==> src/rtl/irq_trig_pkg.sv <==
package irq_trig_pkg;

   // Detection kind selected per line by its three configuration bits.
   typedef enum logic [2:0] {
      TRIG_LEVEL_HIGH = 3'd0,
      TRIG_LEVEL_LOW  = 3'd1,
      TRIG_EDGE_RISE  = 3'd2,
      TRIG_EDGE_FALL  = 3'd3,
      TRIG_EDGE_BOTH  = 3'd4
   } trig_kind_e;

   function automatic trig_kind_e trig_kind(input logic level_mode,
                                            input logic active_high,
                                            input logic any_edge);
      trig_kind_e k;
      if (level_mode)
         k = active_high ? TRIG_LEVEL_HIGH : TRIG_LEVEL_LOW;
      else if (any_edge)
         k = TRIG_EDGE_BOTH;
      else
         k = active_high ? TRIG_EDGE_RISE : TRIG_EDGE_FALL;
      return k;
   endfunction

endpackage

==> src/rtl/irq_sync_chain.sv <==
module irq_sync_chain #(
   parameter int WIDTH  = 51,
   parameter int STAGES = 2
) (
   input  logic             clk,
   input  logic             rst_n,
   input  logic [WIDTH-1:0] din,
   output logic [WIDTH-1:0] dout
);

   localparam int LAST = STAGES - 1;

   generate
      if (STAGES < 2) begin : g_bad_stages
         $error("irq_sync_chain: STAGES must be at least 2");
      end
      if (WIDTH < 1) begin : g_bad_width
         $error("irq_sync_chain: WIDTH must be at least 1");
      end
   endgenerate

   logic [STAGES-1:0][WIDTH-1:0] stage_q;

   always_ff @(posedge clk or negedge rst_n) begin
      if (!rst_n) begin
         stage_q <= '0;
      end else begin
         stage_q[0] <= din;
         for (int s = 1; s < STAGES; s++) begin
            stage_q[s] <= stage_q[s-1];
         end
      end
   end

   assign dout = stage_q[LAST];

   // each stage carries the previous stage's value one clock later
   generate
      for (genvar s = 1; s < STAGES; s++) begin : g_chk
         a_r2_sync_shift: assert property (@(posedge clk) disable iff (!rst_n)
            1'b1 |=> stage_q[s] == $past(stage_q[s-1]));
      end
   endgenerate

endmodule

==> src/rtl/irq_trig_cell.sv <==
module irq_trig_cell
   import irq_trig_pkg::*;
(
   input  logic clk,
   input  logic rst_n,
   input  logic lvl_now,
   input  logic cfg_level,
   input  logic cfg_high,
   input  logic cfg_both,
   input  logic clr_req,
   output logic raw_o
);

   logic       prev_q;
   logic       raw_q;
   logic       edge_hit;
   logic       raw_d;
   trig_kind_e kind;

   always_comb begin
      kind     = trig_kind(cfg_level, cfg_high, cfg_both);
      edge_hit = 1'b0;
      raw_d    = raw_q;
      unique case (kind)
         TRIG_LEVEL_HIGH: raw_d = lvl_now;
         TRIG_LEVEL_LOW:  raw_d = ~lvl_now;
         TRIG_EDGE_RISE: begin
            edge_hit = lvl_now & ~prev_q;
            raw_d    = edge_hit | (raw_q & ~clr_req);
         end
         TRIG_EDGE_FALL: begin
            edge_hit = ~lvl_now & prev_q;
            raw_d    = edge_hit | (raw_q & ~clr_req);
         end
         TRIG_EDGE_BOTH: begin
            edge_hit = lvl_now ^ prev_q;
            raw_d    = edge_hit | (raw_q & ~clr_req);
         end
         default: raw_d = raw_q;
      endcase
   end

   always_ff @(posedge clk or negedge rst_n) begin
      if (!rst_n) begin
         prev_q <= 1'b0;
         raw_q  <= 1'b0;
      end else begin
         prev_q <= lvl_now;
         raw_q  <= raw_d;
      end
   end

   assign raw_o = raw_q;

   a_r2_level_high: assert property (@(posedge clk) disable iff (!rst_n)
      (cfg_level && cfg_high) |=> raw_q == $past(lvl_now));
   a_r3_level_low: assert property (@(posedge clk) disable iff (!rst_n)
      (cfg_level && !cfg_high) |=> raw_q == !$past(lvl_now));
   a_r7_edge_sticky: assert property (@(posedge clk) disable iff (!rst_n)
      (!cfg_level && raw_q && !clr_req) |=> raw_q);
   a_r8_clear_quiet: assert property (@(posedge clk) disable iff (!rst_n)
      (!cfg_level && clr_req && (lvl_now == prev_q)) |=> !raw_q);
   a_r9_edge_beats_clear: assert property (@(posedge clk) disable iff (!rst_n)
      (!cfg_level && cfg_both && (lvl_now != prev_q)) |=> raw_q);
   a_r10_prev_tracks: assert property (@(posedge clk) disable iff (!rst_n)
      1'b1 |=> prev_q == $past(lvl_now));

endmodule

==> src/rtl/irq_trigger_detect.sv <==
module irq_trigger_detect #(
   parameter int N_LINES     = 51,
   parameter int SYNC_STAGES = 2
) (
   input  logic               clk,
   input  logic               rst_n,
   input  logic [N_LINES-1:0] line_in,
   input  logic [N_LINES-1:0] cfg_level,
   input  logic [N_LINES-1:0] cfg_active_high,
   input  logic [N_LINES-1:0] cfg_any_edge,
   input  logic [N_LINES-1:0] edge_clear,
   output logic [N_LINES-1:0] raw_pend
);

   generate
      if (N_LINES < 1 || N_LINES > 1024) begin : g_bad_lines
         $error("irq_trigger_detect: N_LINES out of range");
      end
   endgenerate

   logic [N_LINES-1:0] line_sync;

   irq_sync_chain #(
      .WIDTH  (N_LINES),
      .STAGES (SYNC_STAGES)
   ) u_sync (
      .clk   (clk),
      .rst_n (rst_n),
      .din   (line_in),
      .dout  (line_sync)
   );

   generate
      for (genvar i = 0; i < N_LINES; i++) begin : g_line
         irq_trig_cell u_cell (
            .clk       (clk),
            .rst_n     (rst_n),
            .lvl_now   (line_sync[i]),
            .cfg_level (cfg_level[i]),
            .cfg_high  (cfg_active_high[i]),
            .cfg_both  (cfg_any_edge[i]),
            .clr_req   (edge_clear[i]),
            .raw_o     (raw_pend[i])
         );
      end
   endgenerate

endmodule

==> config.mk <==
export PLATFORM = sky130hd
export DESIGN_NAME = irq_trigger_detect
export DESIGN_NICKNAME = d
export VERILOG_FILES = /design/src/rtl/irq_trig_pkg.sv /design/src/rtl/irq_sync_chain.sv /design/src/rtl/irq_trig_cell.sv /design/src/rtl/irq_trigger_detect.sv
export SDC_FILE = /design/constraint.sdc
export NUM_CORES = 1
export LEC_CHECK = 0
export BUFFER_PORTS_ARGS = -buffer_cell sky130_fd_sc_hd__buf_2
export CORE_UTILIZATION = 45
export CTS_CLUSTER_SIZE = 24
export DETAILED_ROUTE_END_ITERATION = 8
export GPL_ROUTABILITY_DRIVEN = 1
export PLACE_DENSITY = 0.72
export SLEW_MARGIN = 20
export SYNTH_ARGS = -nofsm -noshare
export SYNTH_HDL_FRONTEND = slang
export SYNTH_SLANG_ARGS = --single-unit
==> constraint.sdc <==
create_clock -name clk -period 1.55 [get_ports clk]
set_input_delay 0.3875 -clock clk [delete_from_list [all_inputs] [get_ports clk]]
set_output_delay 0.3875 -clock clk [all_outputs]
set_load 0.02 [all_outputs]
== Word level (Yosys, flattened, before mapping) ==
Cells that the tools add are included.
Word-level totals
  register bits: 204
  input bits: 257
  output and inout port bits: 51
  word-level logic and storage cells: 1175
Cells by class
  equality and inequality tests: 204
  muxes and demuxes: 255
  bitwise gates (word level): 510
  reductions and logical operators: 102
Operator list (number)
  $eq A3 B2 Y1 const B: 102
  $mux W3: 102
  $pmux W1 S5: 51
  $reduce_bool A5 Y1: 51
  $and A1 B1 Y1: 153
  $eq A3 B1 Y1 const B: 51
  $eq A3 B3 Y1 const B: 51
  $logic_not A3 Y1: 51
  $not A1 Y1: 153
  $or A1 B1 Y1: 153
  $mux W1: 102
  $xor A1 B1 Y1: 51

== Depth between registers and ports, before layout ==
Gate-level depths: netlist (run 1).
  depth in word-level cells: 5
  depth in mapped cells: 5
  mapped depth without buffers: 5

== Cells and area by module ==
From an unflattened synthesis (run 1), not the netlist that was laid out.
Second synthesis, totals
  cells, all modules: 867
  area, all modules: 9635.5 µm²
Modules (own cells, without submodules)
  irq_trig_cell: times used 51, cells an instance 14, area an instance 131.4 µm², sequential area each 50.0 µm²
  irq_sync_chain: times used 1, cells an instance 153, area an instance 2935.3 µm², sequential area each 2552.4 µm²

== Worst setup path before layout (run 1) ==
Ideal clock, no wire load.
  path kind: flip-flop to flip-flop
  from: register u_sync.stage_q, in the netlist u_sync.dout[31]
  to: register g_line[31].u_cell.raw_q
  setup time: 0.124 ns
  arrival time: 0.983 ns
  data required time: 1.426 ns
  slack: 0.443 ns
  cell stages (with the launch flop): 4
  buffers on the path: 0
  clock period less this slack: 1.107 ns
  cell sequence: dfrtp_1 ha_1 o22ai_1 o31a_1
On the way
  longest elaborated chain between the ends: 4
  elaborated cells between the ends (all ways): 8
  those cells by class: mux (1); bitwise (7)
Ends and longest elaborated chain
  start: declaration: RTL line irq_sync_chain.sv:22  | logic [STAGES-1:0][WIDTH-1:0] stage_q;
  start signal: indexed assignment: RTL line irq_sync_chain.sv:30  | stage_q[s] <= stage_q[s-1];
  $not A1 Y1: RTL line irq_trig_cell.sv:26, irq_trig_cell.sv:32
  $and A1 B1 Y1: RTL line irq_trig_cell.sv:32  | edge_hit = ~lvl_now & prev_q;
  $or A1 B1 Y1: RTL line irq_trig_cell.sv:33  | raw_d = edge_hit | (raw_q & ~clr_req);
  $pmux W1 S5 (*): RTL line irq_trig_cell.sv:24  | unique case (kind)
  end signal: assignment: RTL line irq_trig_cell.sv:49  | raw_q <= raw_d;
  end: declaration: RTL line irq_trig_cell.sv:15  | logic raw_q;
Every way passes the cells marked *; elsewhere a longest branch is shown, timed or not.
A chain may end at the register's enable or synchronous reset.

== Final worst setup path (run 1) ==
  from: register g_line[50].u_cell.raw_q
  to: output port raw_pend[50]
RTL lines
  start: declaration: RTL line irq_trig_cell.sv:15
  start signal: assignment: RTL line irq_trig_cell.sv:49
  end: declaration: RTL line irq_trigger_detect.sv:12  | output logic [N_LINES-1:0] raw_pend
No word-level cell between the ends.

==> results of run 1 <==
-- logic make-up after synthesis --
group | Yosys count | synth area share, %
adder cells (fa/ha/maj) | 102 | 13.24
AO/OA/AOI/OAI | 102 | 7.947
buffers and inverters | 255 | 11.92
flip-flops | 204 | 52.98
AND/OR/NAND/NOR | 102 | 3.973
XOR/XNOR | 51 | 4.636
multiplexers | 51 | 5.298
-- layout by cell type (no fill, tap or decap), drive strengths merged --
| master | Yosys | final |
|---|---|---|
| mux2i | 51 | 51 |
| dlygate4sd3 | 0 | 52 |
| dfrtp | 204 | 204 |
| buf | 51 | 315 |
| clkbuf | 0 | 36 |
| o22ai | 51 | 51 |
| bufinv | 0 | 2 |
| clkinv | 0 | 3 |
| ha | 102 | 102 |
| inv | 204 | 204 |
| diode | 0 | 1 |
| nor2 | 51 | 51 |
| nand2 | 51 | 51 |
| o31a | 51 | 51 |
| xor2 | 51 | 51 |
-- path summary, 6_finish.rpt --
| kind | depth (start not counted) | slack (ns) | startpoint | end |
|---|---|---|---|---|
| setup / recovery | 1 | 0.11 | g_line[50].u_cell.raw_o | raw_pend[50] |
| hold / removal | 2 | 0.13 | cfg_level[36] | g_line[36].u_cell.raw_o |
| setup reg to reg | 3 | 0.32 | u_sync.dout[18] | g_line[18].u_cell.raw_o |
| hold reg to reg | 0 | 0.34 | u_sync.stage_q[25] | u_sync.dout[25] |
| max in group asynchronous | 3 | 0.65 | rst_n | u_sync.dout[9] |
| min in group asynchronous | 2 | 0.38 | rst_n | g_line[48].u_cell.prev_q |
-- area by class of cell --
class | count | share of cell area [%]
Antenna cell | 1 | 0.01994
Clock buffer | 35 | 5.504
Clock inverter | 5 | 0.5983
Inverter | 204 | 6.102
Multi-Input combinational cell | 408 | 26.95
Sequential cell | 204 | 40.68
Tap cell | 275 | 2.742
Timing Repair Buffer | 368 | 17.40
-- cells in the mapped netlist --
| cell type | instances | area share [%] |
|---|---|---|
| ha_1 | 102 | 13 |
| inv_1 | 204 | 7.9 |
| o31a_1 | 51 | 4.6 |
| dfrtp_1 | 204 | 53 |
| buf_4 | 51 | 4.0 |
| o22ai_1 | 51 | 3.3 |
| nand2_1 | 51 | 2.0 |
| mux2i_1 | 51 | 5.3 |
| xor2_1 | 51 | 4.6 |
| nor2_1 | 51 | 2.0 |
-- what timing repair did --
action	in CTS	in global routing
hold buffers	52	0
setup endpoints to repair	0	0
hold endpoints to repair	77	0
-- power breakdown --
group	switching, mW	total, mW	internal (mW)
registers	0.225	5.92	5.70
logic	0.982	1.90	0.919
clock network	2.05	5.42	3.38
total	3.25	13.3	10.0
-- flip-flops by register name (all words and copies together) (netlist names) --
register,flops
u_sync.dout,51
g_line.u_cell.prev_q,51
g_line.u_cell.raw_o,51
u_sync.stage_q,51
-- per-layer routing --
metal	vias up	track usage, %	share of wire (%)
met5	-	0	0
met4	0	5.412	2.4
met3	40	4.632	8.0
met2	238	30.85	48
met1	3153	21.75	42
li1	3377	-	-
==> flow_metrics.tcl, run 1 <==
set metrics [dict create \
    hp-class "in2reg" \
    via_per_inst 4.539 \
    syn_area_um2 9635 \
    seqCellArea_um2 5105 \
    total_power_mw 13.25 \
    crit_buf_inv 1 \
    post_cts_resized 0 \
    cts_num_sinks 204 \
    synth_warnings 0 \
    grt_pass1_wl_um 31970 \
    ys_ff_latch 204 \
    grt-ovfl-total 0 \
    fin_tns_setup_ns 0 \
    clk_latency_ns 0.49 \
    p_leak_nw 7.030 \
    place_area_um2 11260 \
    status "completed" \
    drv_slew 0 \
    worst_setup_path_end_kind "output pin" \
    grtUsageTotal_pct 17.83 \
    cts-htree-levels 1 \
    ir_worst_vdd_uv 875.0 \
    syn_to_final_growth_pct 30.23 \
    drv_cap 0 \
    io_pins 308 \
    hold_viol_final 0 \
    design_area_um2 12550 \
    fin_util_pct 59.69 \
    cp_cell_sequence "buf_2" \
    yosysSeqAreaShare_pct 52.98 \
    post-place-ws_ns 0.3506 \
    stdcell_count 1500 \
    post-route-period-util_pct 93.01 \
    crit_required_ns 1.16 \
    die_area_um2 22000 \
    criticalPathCategory "reg2out" \
    cts_setup_buffers 0 \
    nNetsFinal 1568 \
    io_buffers 307 \
    fin_skew_ns 0.004841 \
    min_period_ns 1.442 \
    max_stage_delay_ns 0.39 \
    finalSetupViolCount 0 \
    clock.fmax_mhz 693.7 \
    vias 6808 \
    place_congestion 0.7935 \
    num-fill-cells 1727 \
    dp_hpwl_um 14860 \
    wl_per_cell_um 12.94 \
    rsz0062_at_grt "no" \
    synthesis.nets 1226 \
    fin_hold_ws_ns 0.1346 \
    drc 0 \
    postRouteAntennaNets 0 \
    crit_path_top_delay_cell "dfrtp_1" \
    power.density_nw_per_um2 1056 \
    tightest_slew_ns 0.3315 \
    setup_slack_ns 0.1084 \
    cts_tree "yes" \
    cts_root_buf "clkbuf_16" \
    wl_um 19410 \
    synth_area_per_cell_um2 11.11 \
    rows 53 \
    grt_pass1_vias 7021 \
    slew_headroom_pct 77.90 \
    multi_input_comb_area_um2 3382 \
    clockBufferDepth 3 \
    critPathArrivalTime_ns 1.05 \
    synth.distinct_cells 10 \
    drt_iter0_drc 176 \
    die_x_um 148.3 \
    cp-start-kind "flop" \
    die_h_um 148.3 \
    clk_pin_slew_ns 0.06 \
    grt_max_degree 38 \
    start_util_pct 45.84 \
    numCtsBuffers 23 \
    drive_gt1_share_pct 28.68 \
    cp_max_fo 2 \
    cp_top_family "flip-flops" \
    netlist_instances 867 \
    placed_cells 1407 \
    antenna_found_initial 1 \
    dr.pass1.iters 6 \
    core_um2 21020 \
]
Power figures use the tool's default switching activity.
==> run 2, diff against run 1 <==
ABC_AREA = 1   (was default)
CORE_MARGIN = 4   (was default)
CORE_UTILIZATION = 53   (was 45)
PLACE_DENSITY = 0.81   (was 0.72)
==> run 2 against run 1 <==
  * Final area grew 7.1%
  * Count of clock-buffer cells in the layout shrank 2
  * Register-to-register slack gained 0.08 ns
  * Utilization grew 8.9 points
  * Maximum frequency shrank 1.2%
  * Via count grew 28%
  * Clock skew grew 0.0088 ns
  * Critical path type unchanged
==> flow_metrics.tcl, run 2 <==
set metrics [dict create \
    swShare_pct 26.25 \
    yosysMostFrequentCell "inv_1" \
    layout_commonest_cell "inv_1" \
    clk_latency_ns 0.50 \
    drc 0 \
    synth_warnings 0 \
    postRouteAntennaNets 0 \
    start_util_pct 54.28 \
    criticalPathCategory "reg2out" \
    synth.distinct_cells 9 \
    io_pins 308 \
    fin_skew_ns 0.01361 \
    fin_tns_setup_ns 0 \
    worst_setup_path_end_kind "output pin" \
    drv_slew 0 \
    die_h_um 149.6 \
    synthTopCellsByArea "dfrtp_1 48%, inv_1 14%, ha_1 12%" \
    holdBufCountCts 51 \
    internal_power_mw 9.460 \
    synth_edf_count 0 \
    cts_root_buf "clkbuf_16" \
    cp-start-kind "flop" \
    grt-ovfl-total 0 \
    cp_max_fo 2 \
    grt_pass1_wl_um 37650 \
    pwr-share-comb_pct 15.2 \
    dr.pass1.iters 4 \
    synthesis.nets 1685 \
    dp_hpwl_um 17400 \
    die_x_um 149.6 \
    cts_tree "yes" \
    ir_worst_vdd_uv 952.4 \
    crit_buf_inv 1 \
    vias 8687 \
    cts-htree-levels 1 \
    power_frac_seq_pct 45.9 \
    yosysSeqAreaShare_pct 48.01 \
    synth_area_per_cell_um2 8.019 \
    die_area_um2 22390 \
    min_period_ns 1.459 \
    fin_hold_ws_ns 0.02414 \
    post_cts_resized 0 \
    nNetsFinal 2023 \
    use_met2_pct 37.92 \
    grt_use_met1_pct 22.86 \
    antenna_found_initial 4 \
    crit_required_ns 1.16 \
    status "completed" \
    wl_per_cell_um 11.83 \
    finalSetupViolCount 0 \
    netlist_instances 1326 \
    critPathArrivalTime_ns 1.07 \
    max_stage_delay_ns 0.40 \
    final_cell_mix "408 x inv_1, 306 x nand2_1, 306 x buf_2" \
    synth_common_cells "408 x inv_1, 306 x nand2_1, 204 x dfrtp_1" \
    place_congestion 0.8323 \
    drt_iter0_drc 251 \
    clkPwrFrac_pct 38.9 \
    synth_top_area_share_pct 48.01 \
    syn_to_final_growth_pct 26.36 \
    yosys.area.top_type "dfrtp_1" \
    wl_um 23000 \
    drive_gt1_share_pct 20.45 \
    power.density_nw_per_um2 954.8 \
    rsz0062_at_grt "no" \
    cts_num_sinks 204 \
    hold_viol_final 0 \
    rows 51 \
    clockBufferDepth 3 \
    via_per_inst 4.469 \
    grt_pass1_vias 8957 \
    syn_area_um2 10630 \
    io_buffers 307 \
    p_switching_mw 3.368 \
    grt_max_degree 39 \
    stdcell_count 1944 \
    numCtsBuffers 22 \
    crit_path_top_delay_cell "dfrtp_1" \
    ys_async_sr_fraction_pct 100.0 \
    post-place-ws_ns 0.4526 \
    clk_pin_slew_ns 0.06 \
    clock.fmax_mhz 685.3 \
    core_um2 19590 \
    setup_slack_ns 0.09073 \
    cts_setup_buffers 0 \
    cp_cell_sequence "buf_2" \
    grt_busiest_layer "met2" \
    use_met3_pct 4.210 \
    hp-class "in2reg" \
    slew_headroom_pct 72.73 \
    synthFlopType "dfrtp_1" \
    placed_cells 1854 \
    grtUsageTotal_pct 20.23 \
    post-route-period-util_pct 94.15 \
    tightest_slew_ns 0.4090 \
    p_leak_nw 8.129 \
    drv_cap 0 \
    cp_top_family "flip-flops" \
    ys_ff_latch 204 \
]
run 2: layout make-up:
| type | count | area (µm²) |
|---|---|---|
| Antenna cell | 2 | 5.005 |
| Sequential cell | 204 | 5105 |
| Multi-Input combinational cell | 663 | 3613 |
| Inverter | 408 | 1531 |
| Clock inverter | 4 | 56.30 |
| Timing Repair Buffer | 365 | 2171 |
| Clock buffer | 33 | 621.8 |
| Tap cell | 265 | 331.6 |
| Fill cell | 1523 | 6155 |
run 2: logic make-up after synthesis:
kind of cell / Yosys count / share of synthesized area (%)
buffers and inverters: 459 / 18.00
AND/OR/NAND/NOR: 459 / 17.18
flip-flops: 204 / 48.01
AO/OA/AOI/OAI: 102 / 4.801
adder cells (fa/ha/maj): 102 / 12.00
run 2: metal layers:
layer,vias up,wire length (µm)
li1,4436,-
met2,240,11900
met4,4,694
met3,62,1603
met1,3945,8768
met5,-,28
run 2: worst paths after layout:
kind	slack, ns	start	cells after the start	end
worst max-delay path	0.09	g_line[16].u_cell.raw_o	1	raw_pend[16]
worst min-delay path	0.02	line_in[24]	1	u_sync.stage_q[24]
worst max register to register	0.40	u_sync.dout[43]	4	g_line[43].u_cell.raw_o
worst min register to register	0.33	u_sync.stage_q[12]	0	u_sync.dout[12]
max in group asynchronous	0.63	rst_n	3	g_line[18].u_cell.prev_q
min in group asynchronous	0.41	rst_n	2	g_line[46].u_cell.prev_q
run 2: power groups by stage:
stage / Clock [mW] / Combinational, mW / Sequential [mW]
floorplan: 0 / 1.23 / 5.93
detailed placement: 0 / 1.85 / 5.98
finish: 4.98 / 1.96 / 5.89
global route: 5.37 / 2.23 / 5.93
global placement: 0 / 1.78 / 5.96
CTS: 5.14 / 1.97 / 5.89
run 2: through the flow:
step / total power, mW / cell area [µm²] / utilization, %
floorplan: 7.160 / 10630 / -
global placement: 7.746 / 12240 / 62.49
detailed placement: 7.830 / 12240 / 62.49
CTS: 13.00 / 13430 / 68.56
global route: 13.53 / 13440 / 68.58
finish: 12.83 / 13440 / 68.58
